--- config.mk ---
export PLATFORM = sky130hd
export DESIGN_NAME = snoop_digit_ram
export DESIGN_NICKNAME = d
export VERILOG_FILES = /design/src/rtl/snoop_digit_ram_pkg.sv /design/src/rtl/snoop_digit_ram_ctl.sv /design/src/rtl/snoop_digit_ram_dp.sv /design/src/rtl/snoop_digit_ram.sv
export SDC_FILE = /design/constraint.sdc
export NUM_CORES = 1
export LEC_CHECK = 0
export ABC_AREA = 1
export ABC_CLOCK_PERIOD_IN_PS = 4300
export BUFFER_PORTS_ARGS = -buffer_cell sky130_fd_sc_hd__buf_4
export CAP_MARGIN = 20
export CORE_MARGIN = 10
export CORE_UTILIZATION = 48
export CTS_CLUSTER_DIAMETER = 200
export CTS_CLUSTER_SIZE = 24
export DETAILED_ROUTE_END_ITERATION = 6
export SLEW_MARGIN = 25
export SYNTH_ARGS = -nofsm -noshare
export SYNTH_HDL_FRONTEND = slang
export SYNTH_HIERARCHICAL = 1
export SYNTH_SLANG_ARGS = --single-unit
export TNS_END_PERCENT = 5
--- constraint.sdc ---
create_clock -name clk -period 4.3 [get_ports clk]
set_input_delay 1.29 -clock clk [delete_from_list [all_inputs] [get_ports clk]]
set_output_delay 1.29 -clock clk [all_outputs]
set_load 0.03 [all_outputs]
--- src/rtl/snoop_digit_ram_pkg.sv ---
package snoop_digit_ram_pkg;
  localparam int NIB_W    = 4;
  localparam int WORDS    = 4;
  localparam int DIGITS   = 20;
  localparam int PHASES   = 8;
  localparam int CHIP_W   = 2;
  localparam int WORD_W   = $clog2(WORDS);
  localparam int DIG_W    = $clog2(DIGITS);
  localparam int PH_W     = $clog2(PHASES);
  localparam int CELLS    = WORDS * DIGITS;
  localparam int CELL_W   = $clog2(CELLS + 32);
  localparam int ROWS     = WORDS;
  localparam int ROW_W    = $clog2(ROWS);

  // phase positions within one bus cycle
  localparam int FETCH_LAST = 2;
  localparam int PH_OPHI    = 3;
  localparam int PH_OPLO    = 4;
  localparam int PH_EXEC    = 5;
  localparam int PH_EXT     = 6;

  // command codes
  localparam logic [NIB_W-1:0] OP_SELECT  = 4'h2;
  localparam logic [NIB_W-1:0] OP_IO      = 4'hE;
  localparam logic [NIB_W-1:0] SUB_WRDIG  = 4'h0;
  localparam logic [NIB_W-1:0] SUB_WRPORT = 4'h1;
  localparam logic [NIB_W-1:0] SUB_RDDIG  = 4'h9;

  typedef struct packed {
    logic              wrDigit;
    logic              wrPort;
    logic              rdDrive;
    logic [WORD_W-1:0] word;
    logic [DIG_W-1:0]  digit;
  } strobe_t;
endpackage

--- src/rtl/snoop_digit_ram_ctl.sv ---
module snoop_digit_ram_ctl
  import snoop_digit_ram_pkg::*;
(
  input  logic              clk,
  input  logic              rstN,
  input  logic              syncIn,
  input  logic [NIB_W-1:0]  busIn,
  input  logic [CHIP_W-1:0] chipNum,
  output strobe_t           stb,
  output logic [PH_W-1:0]   curPhase,
  output logic              locked,
  output logic [ROW_W-1:0]  refreshRow
);
  logic [PH_W-1:0]   phaseCnt;
  logic [NIB_W-1:0]  opHi, opLo;
  logic [CHIP_W-1:0] pendChip, selChip;
  logic [WORD_W-1:0] pendWord, selWord;
  logic [NIB_W-1:0]  pendDigLo;
  logic [DIG_W-1:0]  selDigit;
  logic              phaseValid, isSel, isIo, selected, execNow;

  // phase tracking: sync forces phase 0
  always_comb begin
    curPhase   = syncIn ? '0 : phaseCnt;
    phaseValid = syncIn | locked;
  end

  always_ff @(posedge clk) begin
    if (!rstN) begin
      phaseCnt <= '0;
      locked   <= 1'b0;
    end else if (phaseValid) begin
      locked   <= 1'b1;
      phaseCnt <= curPhase + PH_W'(1);
    end
  end

  // instruction nibble capture
  always_ff @(posedge clk) begin
    if (!rstN) begin
      opHi <= '0;
      opLo <= '0;
    end else if (phaseValid) begin
      if (curPhase == PH_W'(PH_OPHI)) opHi <= busIn;
      if (curPhase == PH_W'(PH_OPLO)) opLo <= busIn;
    end
  end

  assign isSel = (opHi == OP_SELECT);
  assign isIo  = (opHi == OP_IO);

  // select command: fields gathered across phases 4..6
  always_ff @(posedge clk) begin
    if (!rstN) begin
      pendChip  <= '0;
      pendWord  <= '0;
      pendDigLo <= '0;
      selChip   <= '0;
      selWord   <= '0;
      selDigit  <= '0;
    end else if (phaseValid && isSel) begin
      if (curPhase == PH_W'(PH_OPLO)) begin
        pendChip <= busIn[NIB_W-1 -: CHIP_W];
        pendWord <= busIn[WORD_W-1:0];
      end
      if (curPhase == PH_W'(PH_EXEC)) pendDigLo <= busIn;
      if (curPhase == PH_W'(PH_EXT)) begin
        selChip  <= pendChip;
        selWord  <= pendWord;
        selDigit <= {busIn[DIG_W-NIB_W-1:0], pendDigLo};
      end
    end
  end

  assign selected = (selChip == chipNum);
  assign execNow  = phaseValid && (curPhase == PH_W'(PH_EXEC)) && isIo && selected;

  always_comb begin
    stb.wrDigit = execNow && (opLo == SUB_WRDIG);
    stb.wrPort  = execNow && (opLo == SUB_WRPORT);
    stb.rdDrive = execNow && (opLo == SUB_RDDIG);
    stb.word    = selWord;
    stb.digit   = selDigit;
  end

  // refresh row sequencing: fetch phases only
  always_ff @(posedge clk) begin
    if (!rstN) begin
      refreshRow <= '0;
    end else if (phaseValid && (curPhase <= PH_W'(FETCH_LAST))) begin
      if (refreshRow == ROW_W'(ROWS - 1)) refreshRow <= '0;
      else                                refreshRow <= refreshRow + ROW_W'(1);
    end
  end
endmodule

--- src/rtl/snoop_digit_ram_dp.sv ---
module snoop_digit_ram_dp
  import snoop_digit_ram_pkg::*;
(
  input  logic             clk,
  input  logic             rstN,
  input  logic [NIB_W-1:0] busIn,
  input  strobe_t          stb,
  output logic [NIB_W-1:0] busOut,
  output logic             busOe,
  output logic [NIB_W-1:0] portOut
);
  logic [NIB_W-1:0]  mem [CELLS];
  logic              inRange;
  logic [CELL_W-1:0] cellIdx;

  assign inRange = (int'(stb.digit) < DIGITS);
  assign cellIdx = CELL_W'(int'(stb.word) * DIGITS + int'(stb.digit));

  always_ff @(posedge clk) begin
    if (!rstN) begin
      for (int i = 0; i < CELLS; i++) mem[i] <= '0;
    end else if (stb.wrDigit && inRange) begin
      mem[cellIdx] <= busIn;
    end
  end

  always_ff @(posedge clk) begin
    if (!rstN)           portOut <= '0;
    else if (stb.wrPort) portOut <= busIn;
  end

  always_comb begin
    busOe  = stb.rdDrive;
    busOut = '0;
    if (stb.rdDrive && inRange) busOut = mem[cellIdx];
  end
endmodule

--- src/rtl/snoop_digit_ram.sv ---
module snoop_digit_ram
  import snoop_digit_ram_pkg::*;
(
  input  logic              clk,
  input  logic              rstN,
  input  logic              syncIn,
  input  logic [NIB_W-1:0]  busIn,
  input  logic [CHIP_W-1:0] chipNum,
  output logic [NIB_W-1:0]  busOut,
  output logic              busOe,
  output logic [NIB_W-1:0]  portOut,
  output logic [ROW_W-1:0]  refreshRow
);
  strobe_t         stb;
  logic [PH_W-1:0] curPhase;
  logic            locked;
  logic            portWrStb;

  snoop_digit_ram_ctl ctl (
    .clk, .rstN, .syncIn, .busIn, .chipNum,
    .stb, .curPhase, .locked, .refreshRow
  );

  snoop_digit_ram_dp dp (
    .clk, .rstN, .busIn, .stb,
    .busOut, .busOe, .portOut
  );

  assign portWrStb = stb.wrPort;
endmodule

======== Word level (Yosys, flattened, before mapping) ========
Memories as Yosys holds them, arrays and structs flattened.
Index checks and enable logic that the tools add are counted.
Widths: inputs -> output; s select.
operators by class
  reduce and logical (&&, ||, !) cells .... 17
  shift operators ......................... 0
  add/subtract/negate cells ............... 3
  divide/modulo/power cells ............... 0
  eq/ne operators ......................... 10
  multiply operators ...................... 1
  $lt $le $gt $ge ......................... 2
  muxes and demuxes ....................... 10
  bitwise gates (word level) .............. 1
operators by type and width
  cell                 number
  $logic_and 1x1->1    10
  $reduce_and 2->1     5
  $eq 3x3->1 const B   3
  $eq 4x4->1 const B   2
  $mux 4               2
  $add 7x6->7          1
  $mux 7               1
  $lt 5x5->1 const B   1
  $mul 2x3->5 const B  1
  $mux 1               5
  $eq 4x1->1 const B   1
  $eq 4x2->1 const B   1
  $logic_not 4->1      1
  $reduce_or 4->1      1
  $add 3x1->3 const B  1
  $eq 3x2->1 const B   1
  $le 3x2->1 const B   1
  $mux 3               1
  $add 2x1->2 const B  1
  $eq 2x2->1           1
  $eq 2x2->1 const B   1
  $mux 2               1
  $or 1x1->1           1
storage, ports and cells
  bits in latches ......................... 0
  output and inout port bits .............. 11
  word-level logic and storage cells ...... 57
  bits in writable memories ............... 320
  memories ................................ 1
  memory bits (read-only) ................. 0
  flip-flop bits (word level) ............. 35
  bits of input ports ..................... 9
memories
  name    depth  bits a word  read ports  clocked after memory_dff  write ports  line                      RTL
  dp.mem  80     4            1           0                         80           snoop_digit_ram_dp.sv:12  logic [NIB_W-1:0] mem [CELLS];

======== Logic depth before layout (Yosys ltp) ========
  depth in word-level cells ............... 12
  gate-level depth with buffers ........... 16
  mapped depth without buffers ............ 15

======== By module ========
The synthesis kept the hierarchy.
modules (own cells, without submodules)
  module               area an instance (µm²)  cells an instance  instances  sequential area each (µm²)
  snoop_digit_ram_dp   21451.8                 2324               1          13773.2
  snoop_digit_ram_ctl  1554.0                  216                1          620.6

======== Worst setup path before layout ========
OpenSTA, ideal clock, no wires.
  path kind ............................... input-to-output
  start point ............................. in syncIn
  end point ............................... out busOut[0]
  required time ........................... 3.010 ns
  buffers on the path ..................... 0
  slack ................................... 0.367 ns
  data arrival time ....................... 2.643 ns
  stages on the path ...................... 10
  cell sequence ........................... inv_2 > nand2_1 > inv_1 > ha_1 > inv_1 > nor2_4 > nand4_1 > nor2_1 > nand2_1 > nor2_1
RTL lines
  element      line                  RTL
  from (decl)  snoop_digit_ram.sv:6  input logic syncIn,
  to (decl)    snoop_digit_ram.sv:9  output logic [NIB_W-1:0] busOut,

======== Worst setup path after layout ========
  start point ............................. reg ctl.selDigit[2]
  end point ............................... out busOut[0]
on the way
  word-level cells in the longest chain between the ends .. 3
  elaborated cells between the ends (all ways) .. 5
  classes of those cells .................. add/sub (1); order compare (1); mux (1); reduce/logical (1); memory (1)
RTL lines
  element                                            line                                                RTL
  from (decl)                                        snoop_digit_ram_ctl.sv:19                           logic [DIG_W-1:0] selDigit;
  from (signal assigned)                             snoop_digit_ram_ctl.sv:70                           selDigit <= {busIn[DIG_W-NIB_W-1:0], pendDigLo};
  $add 7x6->7 or $lt 5x5->1 (tied branches)          snoop_digit_ram_dp.sv:17, snoop_digit_ram_dp.sv:16
  $mem_v2 80x4 or $logic_and 1x1->1 (tied branches)  --
  $mux 4 *                                           snoop_digit_ram_dp.sv:35                            if (stb.rdDrive && inRange) busOut = mem[cellIdx];
Mark *: on every way between the ends. The rest lies on a longest branch, timed or not.

==> metrics <==
status completed; vias per cell around 5.3; Buf/Inv on CP 4; core box area roughly 48000 sq um; Synth warnings 6; starting density of the core 48.4%; H-Tree Level Count 1; number of global-route vias before repair 16095; Die X ~240 um; Clock Sinks around 490; Crit path max-delay family simple AND/OR/NAND/NOR gates; Post-Syn Area roughly 23000 sq um; GPL Wtd Cong 0.834; reg-to-reg slack, setup 1.22 ns; layout cells sized above 1 around 9%; FP Rows 80; DRC Markers 0; # nets final 2546; # diodes 0; Iter 0 DRT Violations around 1400; CTS root buf clkbuf_16; CP Data Arrival Time roughly 3.0 ns; Final setup violation count 0; DR vias approximately 17000; DIE AREA ~57000 sq um; Vert. Die Dim 239 um; Worst Tran Pin Value 1.01 ns; post-route ant nets 0; Setup Skew 0.0302 ns; worst hold endpoint ctl/opLo[2]; Area Overhead vs Synth 9.24%; final wirelength slightly below 60 mm; Inst Count DP about 3100; Post-DP HPWL roughly 37 mm; Worst-path clk slew approximately 0.10 ns; VDD IR max 221 uV; Worst Path Max Fanout 5; non-filler cells, final between 3000 and 4000; hold depth 2; remaining global-route overflow 0; Hold Buf Count CTS 0; Fin. Hold Viols 0; CP required approximately 3 ns; leak pwr around 10 nW; slew margin rel. 32.4%; worst-path cell chain ha_4 -> fa_2 -> inv_2 -> nand2_2 -> nand2_4 -> inv_4 -> nor2_4 -> buf_8 -> o21ai_2 -> a21oi_2 -> nor2_1 -> nand2_1 -> nor2_4 -> nor2_2 -> buf_6; worst r2r src ctl/selDigit[2]; post-layout util 52.8%; fillers 4322; port bufs 19; Worst Hold Launch ctl/opLo[2]; final clock period utilization by the worst path between 90 and 100%; Clock Latency Late Sink just under 0.6 ns; Worst Setup End Kind primary output; power density cells roughly 330 nW/um^2; Peak Freq 234 MHz; capturing point of the worst reg2reg path dp/mem[0][2]; Setup crit start ctl/selDigit[2]; WS Path Type reg2out; Worst Reg-to-Reg Cells 12; synthesized instance count 2539; first-pass GRT wire length 90.0 mm; Pre-antenna DRT Iters 5; clk buf depth 3; CTS tree done; RSZ-0062 raised after global routing yes; Worst Hold Class reg2reg; wire per inst approximately 18 um; WHS around 0.47 ns; cell repeated most along the worst path nor2_4; io pins 20; crit path max-delay cell type fa_2; fin crit period between 4 and 5 ns; Synth Area per Inst 9.06 sq um; Max Cap Viol 0; Inserted Clock Buffers 24; Crit path largest cell delay roughly 0.41 ns; count of pins over their slew limit 0; total track usage between 20% and 30%; Total Power approximately 8.3 mW; Register Area 14400 sq um; Setup crit start kind flip-flop; antenna violations before repair 0; area of the multi-input gates approximately 7500 sq um; pin count of the biggest net entering global routing ~110
==> worst max-delay path by stage <==
| stage | end | slack, ns | cells after the start |
|---|---|---|---|
| 2_1_floorplan | busOut[0] | 0.37 | 10 |
| 5_1_grt | busOut[0] | -0.05 | 16 |
| 6_report | busOut[0] | 0.02 | 15 |
| 4_1_cts | busOut[2] | -0.05 | 14 |
| 3_3_place_gp | busOut[2] | 0.06 | 16 |
| 3_5_place_dp | busOut[2] | 0.06 | 16 |
==> tightest hold or removal path: stages (launching register included) <==
cell	delay (ns)
dfxtp_1	0.32
nand2_1	0.06
a21oi_1	0.05
==> where the power goes <==
group / switching [mW] / leakage [nW] / internal (mW)
Combinational: 0.271 / 5.24 / 0.0822
Sequential: 0.0416 / 4.69 / 5.33
Clock: 1.47 / 0.336 / 1.11
Total: 1.79 / 10.3 / 6.53
==> placed cells by master (no fill, tap or decap), drive strengths merged, types with 2 or more instances in the layout <==
| cell type | count |
|---|---|
| nand2 | 857 |
| nor2 | 517 |
| edfxtp | 456 |
| inv | 207 |
| nand3 | 91 |
| buf | 88 |
| o21ai | 80 |
| a21oi | 58 |
| clkbuf | 44 |
| o211ai | 36 |
| dfxtp | 35 |
| nand4 | 31 |
| or2 | 22 |
| ha | 9 |
| conb | 8 |
| clkinv | 2 |
==> sequential cells by signal (all words and copies together) (netlist names) <==
register and flops:
ctl/locked 1, ctl/pendDigLo 4, dp/portOut 4, ctl/selChip 2, dp/mem 456, ctl/selDigit 5, ctl/selWord 2, ctl/refreshRow 2
ctl/pendChip 2, ctl/phaseCnt 3, ctl/opLo 4, ctl/pendWord 2, ctl/opHi 4
==> layout make-up <==
cell class                      instances  share of cell area, %
Inverter                              208                   3.21
Multi-Input combinational cell       1713                   29.7
Sequential cell                       491                   57.3
Timing Repair Buffer                   89                   3.91
Clock inverter                          1                 0.0647
Clock buffer                           43                   2.76
Tap cell                              615                   3.06
==> through the flow <==
stage,setup WS [ns],setup TNS (ns),instance area [sq um]
5_1_grt,-0.0548,-0.185,25100
3_5_place_dp,0.0619,0,24000
3_3_place_gp,0.0566,0,24000
2_1_floorplan,0.367,0,23000
4_1_cts,-0.0542,-0.0542,24800
6_report,0.0222,0,25100
==> what timing repair did <==
| action | CTS | global route |
|---|---|---|
| setup buffers | 2 | 11 |
| setup endpoints to repair | 4 | 4 |
| cloned | 0 | 1 |
| gates resized for setup | 24 | 56 |
| pin swaps | 1 | 18 |
==> layer usage <==
metal | vias up | track usage (%) | share of wire, %
met1 | 8087 | 27.3 | 43
met5 | - | 0 | 0
met2 | 512 | 34.1 | 48
li1 | 8155 | - | -
met3 | 67 | 2.44 | 7.0
met4 | 0 | 4.63 | 2.1
Note: power is estimated with default switching activity, not from simulation.
